[src/rtl/i2c_scl_pkg.sv]
// Shared types and helpers for the SCL timing generator.
// Assumes configuration words of REG_W bits carry a count in the upper
// CNT_W bits and an offset in the lower CNT_W bits.
package i2c_scl_pkg;

    // Phase of the SCL waveform generator
    typedef enum logic [1:0] {
        PH_IDLE = 2'd0,
        PH_LOW  = 2'd1,
        PH_HIGH = 2'd2,
        PH_PARK = 2'd3
    } scl_phase_t;

endpackage

[src/rtl/i2c_scl_field_split.sv]
// Splits one configuration word into the index of the last cycle of a
// phase and the strobe offset. A zero count is treated as one cycle.
// Assumes REG_W >= 2*CNT_W.
module i2c_scl_field_split #(
    parameter int REG_W = 32,
    parameter int CNT_W = 16
) (
    input  logic [REG_W-1:0] cfg_word,
    output logic [CNT_W-1:0] last_idx,
    output logic [CNT_W-1:0] strobe_off
);

    localparam int LEN_LSB = REG_W - CNT_W;

    logic [CNT_W-1:0] len_field;

    // Extract fields and derive the last counted index of the phase
    always_comb begin
        len_field  = cfg_word[LEN_LSB +: CNT_W];
        strobe_off = cfg_word[CNT_W-1:0];
        if (len_field == '0) begin
            last_idx = '0;
        end else begin
            last_idx = len_field - 1'b1;
        end
    end

endmodule

[src/rtl/i2c_scl_phase_ctr.sv]
// Position counter shared by the high and low phases. It clears on
// request, advances on request, and compares against the selected
// phase's last index and strobe offset.
module i2c_scl_phase_ctr #(
    parameter int CNT_W = 16
) (
    input  logic             clk,
    input  logic             rst_n,
    input  logic             clr,
    input  logic             adv,
    input  logic [CNT_W-1:0] last_idx,
    input  logic [CNT_W-1:0] strobe_off,
    output logic             at_last,
    output logic             at_off
);

    logic [CNT_W-1:0] pos_q;

    // Hold the position within the current phase
    always_ff @(posedge clk) begin
        if (!rst_n) begin
            pos_q <= '0;
        end else if (clr) begin
            pos_q <= '0;
        end else if (adv) begin
            pos_q <= pos_q + 1'b1;
        end
    end

    // Compare the position against the phase limits
    always_comb begin
        at_last = (pos_q == last_idx);
        at_off  = (pos_q == strobe_off);
    end

endmodule

[src/rtl/i2c_scl_seq.sv]
// Phase sequencer: walks idle -> low -> high -> low ... and handles
// stop (deferred to the end of a low phase), retain (park low) and
// clock stretching (no advance while SCL reads low in the high phase).
module i2c_scl_seq
    import i2c_scl_pkg::*;
(
    input  logic       clk,
    input  logic       rst_n,
    input  logic       start,
    input  logic       stop,
    input  logic       retain,
    input  logic       scl_in,
    input  logic       at_last,
    output scl_phase_t phase,
    output logic       ctr_clr,
    output logic       ctr_adv
);

    scl_phase_t phase_q, phase_d;
    logic       stop_pend_q, stop_pend_d;
    logic       stop_now;

    // Next phase and counter control
    always_comb begin
        phase_d  = phase_q;
        ctr_clr  = 1'b0;
        ctr_adv  = 1'b0;
        stop_now = stop | stop_pend_q;
        unique case (phase_q)
            PH_IDLE: begin
                if (start) begin
                    phase_d = PH_LOW;
                    ctr_clr = 1'b1;
                end
            end
            PH_LOW: begin
                if (at_last) begin
                    ctr_clr = 1'b1;
                    if (stop_now) begin
                        phase_d = PH_IDLE;
                    end else if (retain) begin
                        phase_d = PH_PARK;
                    end else begin
                        phase_d = PH_HIGH;
                    end
                end else begin
                    ctr_adv = 1'b1;
                end
            end
            PH_HIGH: begin
                if (scl_in) begin
                    if (at_last) begin
                        phase_d = PH_LOW;
                        ctr_clr = 1'b1;
                    end else begin
                        ctr_adv = 1'b1;
                    end
                end
            end
            PH_PARK: begin
                ctr_clr = 1'b1;
                if (stop) begin
                    phase_d = PH_IDLE;
                end else if (start) begin
                    phase_d = PH_LOW;
                end
            end
            default: begin
                phase_d = PH_IDLE;
            end
        endcase
    end

    // Remember a stop request until the block returns to idle
    always_comb begin
        if (phase_d == PH_IDLE) begin
            stop_pend_d = 1'b0;
        end else if (stop && (phase_q == PH_LOW || phase_q == PH_HIGH)) begin
            stop_pend_d = 1'b1;
        end else begin
            stop_pend_d = stop_pend_q;
        end
    end

    // State registers
    always_ff @(posedge clk) begin
        if (!rst_n) begin
            phase_q     <= PH_IDLE;
            stop_pend_q <= 1'b0;
        end else begin
            phase_q     <= phase_d;
            stop_pend_q <= stop_pend_d;
        end
    end

    assign phase = phase_q;

endmodule

[src/rtl/i2c_scl_timer.sv]
// SCL timing generator top. Decodes the two configuration words, selects
// the limits of the active phase for the shared counter, and forms the
// SCL drive enable and the two strobes. Configuration must stay stable
// while busy. Strobes are combinational from registered state (rx_sample
// additionally gated by scl_in).
module i2c_scl_timer
    import i2c_scl_pkg::*;
#(
    parameter int REG_W = 32,
    parameter int CNT_W = 16
) (
    input  logic             clk,
    input  logic             rst_n,
    input  logic [REG_W-1:0] cfg_high,
    input  logic [REG_W-1:0] cfg_low,
    input  logic             start,
    input  logic             stop,
    input  logic             retain,
    input  logic             scl_in,
    output logic             scl_oe,
    output logic             busy,
    output logic             tx_drive,
    output logic             rx_sample
);

    localparam int N_WORDS = 2;
    localparam int IDX_LOW  = 0;
    localparam int IDX_HIGH = 1;

    logic [REG_W-1:0] cfg_words [N_WORDS];
    logic [CNT_W-1:0] last_arr  [N_WORDS];
    logic [CNT_W-1:0] off_arr   [N_WORDS];
    logic [CNT_W-1:0] sel_last, sel_off;
    logic             at_last, at_off, ctr_clr, ctr_adv;
    scl_phase_t       phase;

    assign cfg_words[IDX_LOW]  = cfg_low;
    assign cfg_words[IDX_HIGH] = cfg_high;

    // One field decoder per configuration word
    for (genvar gi = 0; gi < N_WORDS; gi++) begin : g_split
        i2c_scl_field_split #(
            .REG_W(REG_W),
            .CNT_W(CNT_W)
        ) u_split (
            .cfg_word  (cfg_words[gi]),
            .last_idx  (last_arr[gi]),
            .strobe_off(off_arr[gi])
        );
    end

    // Pick the limits of the phase in progress
    always_comb begin
        if (phase == PH_HIGH) begin
            sel_last = last_arr[IDX_HIGH];
            sel_off  = off_arr[IDX_HIGH];
        end else begin
            sel_last = last_arr[IDX_LOW];
            sel_off  = off_arr[IDX_LOW];
        end
    end

    i2c_scl_phase_ctr #(
        .CNT_W(CNT_W)
    ) u_ctr (
        .clk       (clk),
        .rst_n     (rst_n),
        .clr       (ctr_clr),
        .adv       (ctr_adv),
        .last_idx  (sel_last),
        .strobe_off(sel_off),
        .at_last   (at_last),
        .at_off    (at_off)
    );

    i2c_scl_seq u_seq (
        .clk    (clk),
        .rst_n  (rst_n),
        .start  (start),
        .stop   (stop),
        .retain (retain),
        .scl_in (scl_in),
        .at_last(at_last),
        .phase  (phase),
        .ctr_clr(ctr_clr),
        .ctr_adv(ctr_adv)
    );

    // Form the line drive and the strobes from the phase
    always_comb begin
        scl_oe    = (phase == PH_LOW) || (phase == PH_PARK);
        busy      = (phase != PH_IDLE);
        tx_drive  = (phase == PH_LOW) && at_off;
        rx_sample = (phase == PH_HIGH) && scl_in && at_off;
    end

endmodule

[config.mk]
export PLATFORM = sky130hd
export DESIGN_NAME = i2c_scl_timer
export DESIGN_NICKNAME = d
export VERILOG_FILES = /design/src/rtl/i2c_scl_pkg.sv /design/src/rtl/i2c_scl_field_split.sv /design/src/rtl/i2c_scl_phase_ctr.sv /design/src/rtl/i2c_scl_seq.sv /design/src/rtl/i2c_scl_timer.sv
export SDC_FILE = /design/constraint.sdc
export NUM_CORES = 1
export LEC_CHECK = 0
export BUFFER_PORTS_ARGS = -buffer_cell sky130_fd_sc_hd__buf_2
export CAP_MARGIN = 5
export CORE_MARGIN = 10
export CORE_UTILIZATION = 42
export CTS_CLUSTER_SIZE = 20
export DETAILED_ROUTE_END_ITERATION = 8
export PLACE_DENSITY_LB_ADDON = 0.25
export SLEW_MARGIN = 15
export SYNTH_ARGS = -nofsm -noshare
export SYNTH_HDL_FRONTEND = slang
export SYNTH_SLANG_ARGS = --single-unit
[constraint.sdc]
create_clock -name clk -period 2.6 [get_ports clk]
set_clock_uncertainty 0.15 [all_clocks]
set_input_delay 0.13 -clock clk [delete_from_list [all_inputs] [get_ports clk]]
set_output_delay 0.13 -clock clk [all_outputs]
set_load 0.005 [all_outputs]
; ---- Word-level counts from Yosys, hierarchy flattened
; Index checks and enable logic that the tools add are counted.
[word_totals]
register_bits = 19
latch_bits = 0
ram_bits = 0
rom_bits = 0
input_bits = 70
out_inout_bits = 4
n_memories = 0
[classes]
addsub = 3
multipliers = 0
n_div = 0
n_lt_le_gt_ge = 0
n_eq_ne = 5
shifts = 0
mux = 19
n_bitwise = 2
n_reduce_logical = 13
[ops]
columns = cell, count
row1 = $mux 16, 4
row2 = $eq 16x16->1, 2
row3 = $logic_not 16->1, 2
row4 = $sub 16x1->16 const B, 2
row5 = $add 16x1->16 const B, 1
row6 = $mux 2, 6
row7 = $pmux 2 s4, 1
row8 = $mux 1, 6
row9 = $eq 2x2->1 const B, 2
row10 = $logic_and 1x1->1, 4
row11 = $logic_not 2->1, 2
row12 = $pmux 1 s4, 1
row13 = $reduce_or 2->1, 2
row14 = $eq 2x1->1 const B, 1
row15 = $logic_or 1x1->1, 2
row16 = $pmux 1 s2, 1
row17 = $reduce_bool 2->1, 1
row18 = $not 1->1, 1
row19 = $or 1x1->1, 1

; ---- Logic depth before layout (Yosys ltp)
[logic_depth]
depth_word = 9
depth_mapped = 15
depth_no_buf = 12

; ---- By module
; A second synthesis with hierarchy kept.
[unflattened]
cells_unflattened = 357
hier_area_um2 = 3116.7
[modules_own_cells]
columns = mod, instances, cells_per_inst, area_each_um2, seq_area_each_um2
row1 = i2c_scl_phase_ctr, 1, 134, 1187.4, 320.3
row2 = i2c_scl_field_split, 2, 73, 525.5, 0.0
row3 = i2c_scl_timer, 1, 42, 573.0, 0.0
row4 = i2c_scl_seq, 1, 35, 305.3, 60.1

; ---- Worst setup path after synthesis
; OpenSTA, ideal clock, no wires.
[synth_path]
kind = flip-flop to output port
from = register u_seq.phase_q[0], in the netlist u_seq.phase[0]
to = output port rx_sample
t_arrival_ns = 2.559
path_slack_ns = -0.239
path_stages_with_launch = 11
path_buffers = 3
cell_sequence = dfxtp_1 -> inv_1 -> ha_1 -> clkbuf_1 -> buf_1 -> clkbuf_1 -> mux2i_1 -> xnor2_1 -> nor4_1 -> nand4_1 -> nor2_1
[synth_via]
elab_chain_len = 4
elab_cells_between_ends = 5
classes_between = eq/ne (2) / mux (1) / reduce/logical (2)
[synth_lines]
columns = element, line_no
row1 = "start, declared", i2c_scl_seq.sv:19  ; scl_phase_t phase_q, phase_d;
row2 = "start signal, assigned", i2c_scl_seq.sv:91  ; phase_q <= phase_d;
row3 = $eq 2x2->1 *, "i2c_scl_timer.sv:54, i2c_scl_timer.sv:94"
row4 = $mux 16, i2c_scl_timer.sv:54  ; if (phase == PH_HIGH) begin
row5 = $eq 16x16->1, i2c_scl_phase_ctr.sv:33  ; at_off = (pos_q == strobe_off);
row6 = $logic_and 1x1->1 *, i2c_scl_timer.sv:94  ; rx_sample = (phase == PH_HIGH) && scl_in && at_off;
row7 = "end, declared", i2c_scl_timer.sv:23  ; output logic rx_sample
; Every way passes the cells marked *; elsewhere a longest branch is shown, timed or not.

; ---- Worst setup path in the final report
[layout_path]
from = register u_seq.phase_q[0], in the netlist u_seq.phase[0]
to = register u_ctr.pos_q[1]
[layout_via]
elab_chain_len = 7
elab_cells_between_ends = 13
classes_between = eq/ne (4) / mux (7) / reduce/logical (2)
[layout_lines]
columns = element, line_no
row1 = $eq 2x2->1, "i2c_scl_seq.sv:29, i2c_scl_timer.sv:54"
row2 = $mux 16, i2c_scl_timer.sv:54
row3 = $eq 16x16->1, i2c_scl_phase_ctr.sv:32  ; at_last = (pos_q == last_idx);
row4 = $mux 1, "i2c_scl_seq.sv:37, i2c_scl_seq.sv:52"
row5 = $mux 1, i2c_scl_seq.sv:51  ; if (scl_in) begin
row6 = $pmux 1 s4, i2c_scl_seq.sv:29  ; unique case (phase_q)
row7 = $reduce_or 2->1 (no line), n/a
row8 = "end signal, assigned", i2c_scl_phase_ctr.sv:26  ; pos_q <= pos_q + 1'b1;
row9 = "end, declared", i2c_scl_phase_ctr.sv:17  ; logic [CNT_W-1:0] pos_q;
; Parallel ways exist; a longest one is shown, timed or not.
; A chain may end at the register's enable or synchronous reset.

==> metrics.txt <==
Via Count between 2k and 3k; all-layer global routing usage between 10% and 20%; clock buffer depth 2; worst hold start rst_n; top cells by area, synth dfxtp_1, xor2_1, xnor2_1; synth warn 0; GR Overflow Total 0; Top FF cell, synth dfxtp_1; fraction of layout cells with a size suffix above 1 41.6%; M2 GR Usage 31.3%; relative slew slack between 70 and 80%; die area 0.00937 sq mm; Power Density ~250 mW/mm^2; worst endpoint data arrival time between 2000 and 3000 ps; final setup vio count 21; Slew @ Worst Pin around 440 ps; worst stage delay on the critical path ~340 ps; post-synthesis mux area share under 10%; H-tree depth 1; critical-path maximum fanout 19; CTS Hold Bufs 0; WL final 8.84 mm; vias in the first global route about 2.9k; RR Startpoint u_seq.phase[0]; worst-skew pair later-pin latency approximately 270 ps; I/O Buffers between 70 and 80; DRC errors left 0; CP endpoint kind register; Synth Cell Area ~0.0025 sq mm; first-pass GRT wire length about 14 mm; RSZ-0062 raised after global routing true; Mapped Nets between 400 and 500; drt first-iter violations 193; Initial Util 44.2%; Avg Cell Area, Syn just under 8 sq um; CORE AREA approximately 0.0056 sq mm; Area Overhead vs Synth 49.6%; Hold Crit Depth 3; RePlAce Congestion around 0.92; crit-path cells inv_2, ha_4, a41o_1, buf_4, o22ai_1, xor2_1, nor4_1, buf_4, nand4_1, buf_6, nand2_1, mux2i_1, nor2_4; area fraction in compound gates after synthesis 12.3%; final instance area ~0.0037 sq mm; Vias/cell between 5 and 6; Yosys cell types 53; status complete, but fails checks; Yosys top cell area share 15.4%; Sink Count 19; Synth Area in Simple Gates between 20% and 30%; cells after synthesis roughly 320; Finished Core Util 66.1%; WHS Endpoint u_seq.stop_pend_q; largest net degree at the start of global routing 20; count of final hold-check violations 0; Pwr Total approximately 900 uW; RR Endpoint u_ctr.pos_q[1]; Startpoint Class register; Required @ worst endpoint around 2600 ps; Die Wd about 97 microns; Site Rows 27; worst setup margin -310 ps; EDFF count, synth 0; layout net count between 500 and 600; worst hold path type input pin to register; root buffer cell clkbuf_8; most frequent CP cell buf_4; area post-placement around 0.0034 sq mm; most frequent cells in the layout buf_2, buf_4, xor2_1; DR WL/cell about 17 microns; Pre-antenna DRT Iters 4; CTS tree done; area share of fa/ha/maj cells after synthesis 5.05%; maxcap violations 0; die height around 97 microns; Synth area leader dfxtp_1; r2r setup slk -310 ps; dpl hpwl approximately 7.0 mm; antenna violations before repair 0; #FFs+latches synth 19; max-slew violations 0; Static Leakage approximately 0.0016 uW; TritonCTS buffer count 3; post-synthesis sequential area ratio between 10% and 20%; commonest non-fill, non-tap cell in the layout buf_2; final worst-path cycle share 112%; failing checks negative setup slack; WHS 17.5 ps; maximum vdd drop about 0.36 mV; asr flop ratio synth 0%; fin crit period 2910 ps; ant diodes 0; Fmax achieved 344 MHz; Post-Synth XOR/XNOR Area approximately a quarter; gr busiest metal met2; critical path class register to register; Worst Reg-to-Reg Cells 13; slowest stage cell, crit path dfxtp_2; Worst-path clk slew 80 ps; GRT met3 Usage under 10%; met1 Usage GRT about 20%; IO Pins 74; ANT nets after route 0; largest family of logic cells by synthesized area simple AND/OR/NAND/NOR gates; dpl ws -419 ps
## flip-flops by register name, indices dropped and copies added (netlist names)
register,flops
u_seq.phase,2
u_seq.stop_pend_q,1
u_ctr.pos_q,16
## power by group
| part | total [uW] | internal (uW) | switching (uW) | leakage (uW) |
|---|---|---|---|---|
| Sequential | 300 | 296 | 3.74 | 0.000154 |
| Clock | 219 | 108 | 110 | 0.0000217 |
| Combinational | 400 | 197 | 203 | 0.00141 |
## metal layers
layer / vias to the layer above / part of all wire (%)
met1: 1347 / 40
met4: 0 / 1.3
met3: 12 / 7.0
met5: - / 0
li1: 1445 / -
met2: 118 / 52
## area by class of cell
class                   count  area (sq um)
multi-input cells         269          2110
fillers                   513          1900
repair buffers            152          1020
flip-flops and latches     19           383
well taps                  72          90.1
inverters                  17          63.8
clock buffers               3          41.3
clock inverters             1          7.51
## synth_stat cells, types with 2 or more instances
cell	number
buf_2	3
nor4_1	13
dfxtp_1	19
ha_1	10
buf_6	2
nand3_1	15
nand2_1	9
nor2_1	37
and3_1	9
a21oi_1	6
inv_1	17
o22ai_1	12
or3_1	6
nand4_1	15
nor4_2	2
nor3_1	9
nand4b_1	2
nand3b_1	3
xnor2_1	28
mux2i_1	21
xor2_1	38
a211oi_1	2
buf_1	4
nor2b_1	3
o21ai_0	2
clkbuf_1	7
o21a_1	2
## worst max-delay path: cells and delay by family (launching register included)
family          cells  cell delay (ps)
fa+ha+maj           1              170
buf+inv             4              630
simple gates        4              670
mux                 1              320
xor+xnor            1              100
compound gates      2              430
flops               1              340
## metrics by stage
stage / TNS (ps) / cells
final: -5220 / 533
after CTS: -5150 / 532
after floorplan: -1010 / 322
after global placement: -5950 / 522
after detailed placement: -7170 / 522
after global routing: -7250 / 533
## worst max-delay path by stage
stage / from / end / slack (ps)
finish: u_seq.phase[0] / u_ctr.pos_q[1] / -310
global route: u_seq.phase[0] / u_ctr.pos_q[1] / -410
CTS: u_seq.phase[0] / u_ctr.pos_q[9] / -290
detailed placement: cfg_low[16] / u_seq.stop_pend_q / -420
global placement: cfg_low[16] / u_ctr.pos_q[0] / -320
floorplan: cfg_high[21] / u_ctr.pos_q[2] / -100
## cell families after synthesis
group	count (synthesis)
and+or+nand+nor	132
xor gates and xnor gates	66
AOI/OAI and AO/OA	40
buffers and inverters	34
muxes	21
DFF	19
adders and majority gates	10
## timing repair
action | 4_1_cts | 5_1_grt
buffers inserted | 5 | 2
pin swaps | 19 | 16
endpoints found under the setup margin | 21 | 21
resized for setup | 18 | 25
gates cloned | 1 | 1
Power figures use the tool's default switching activity.
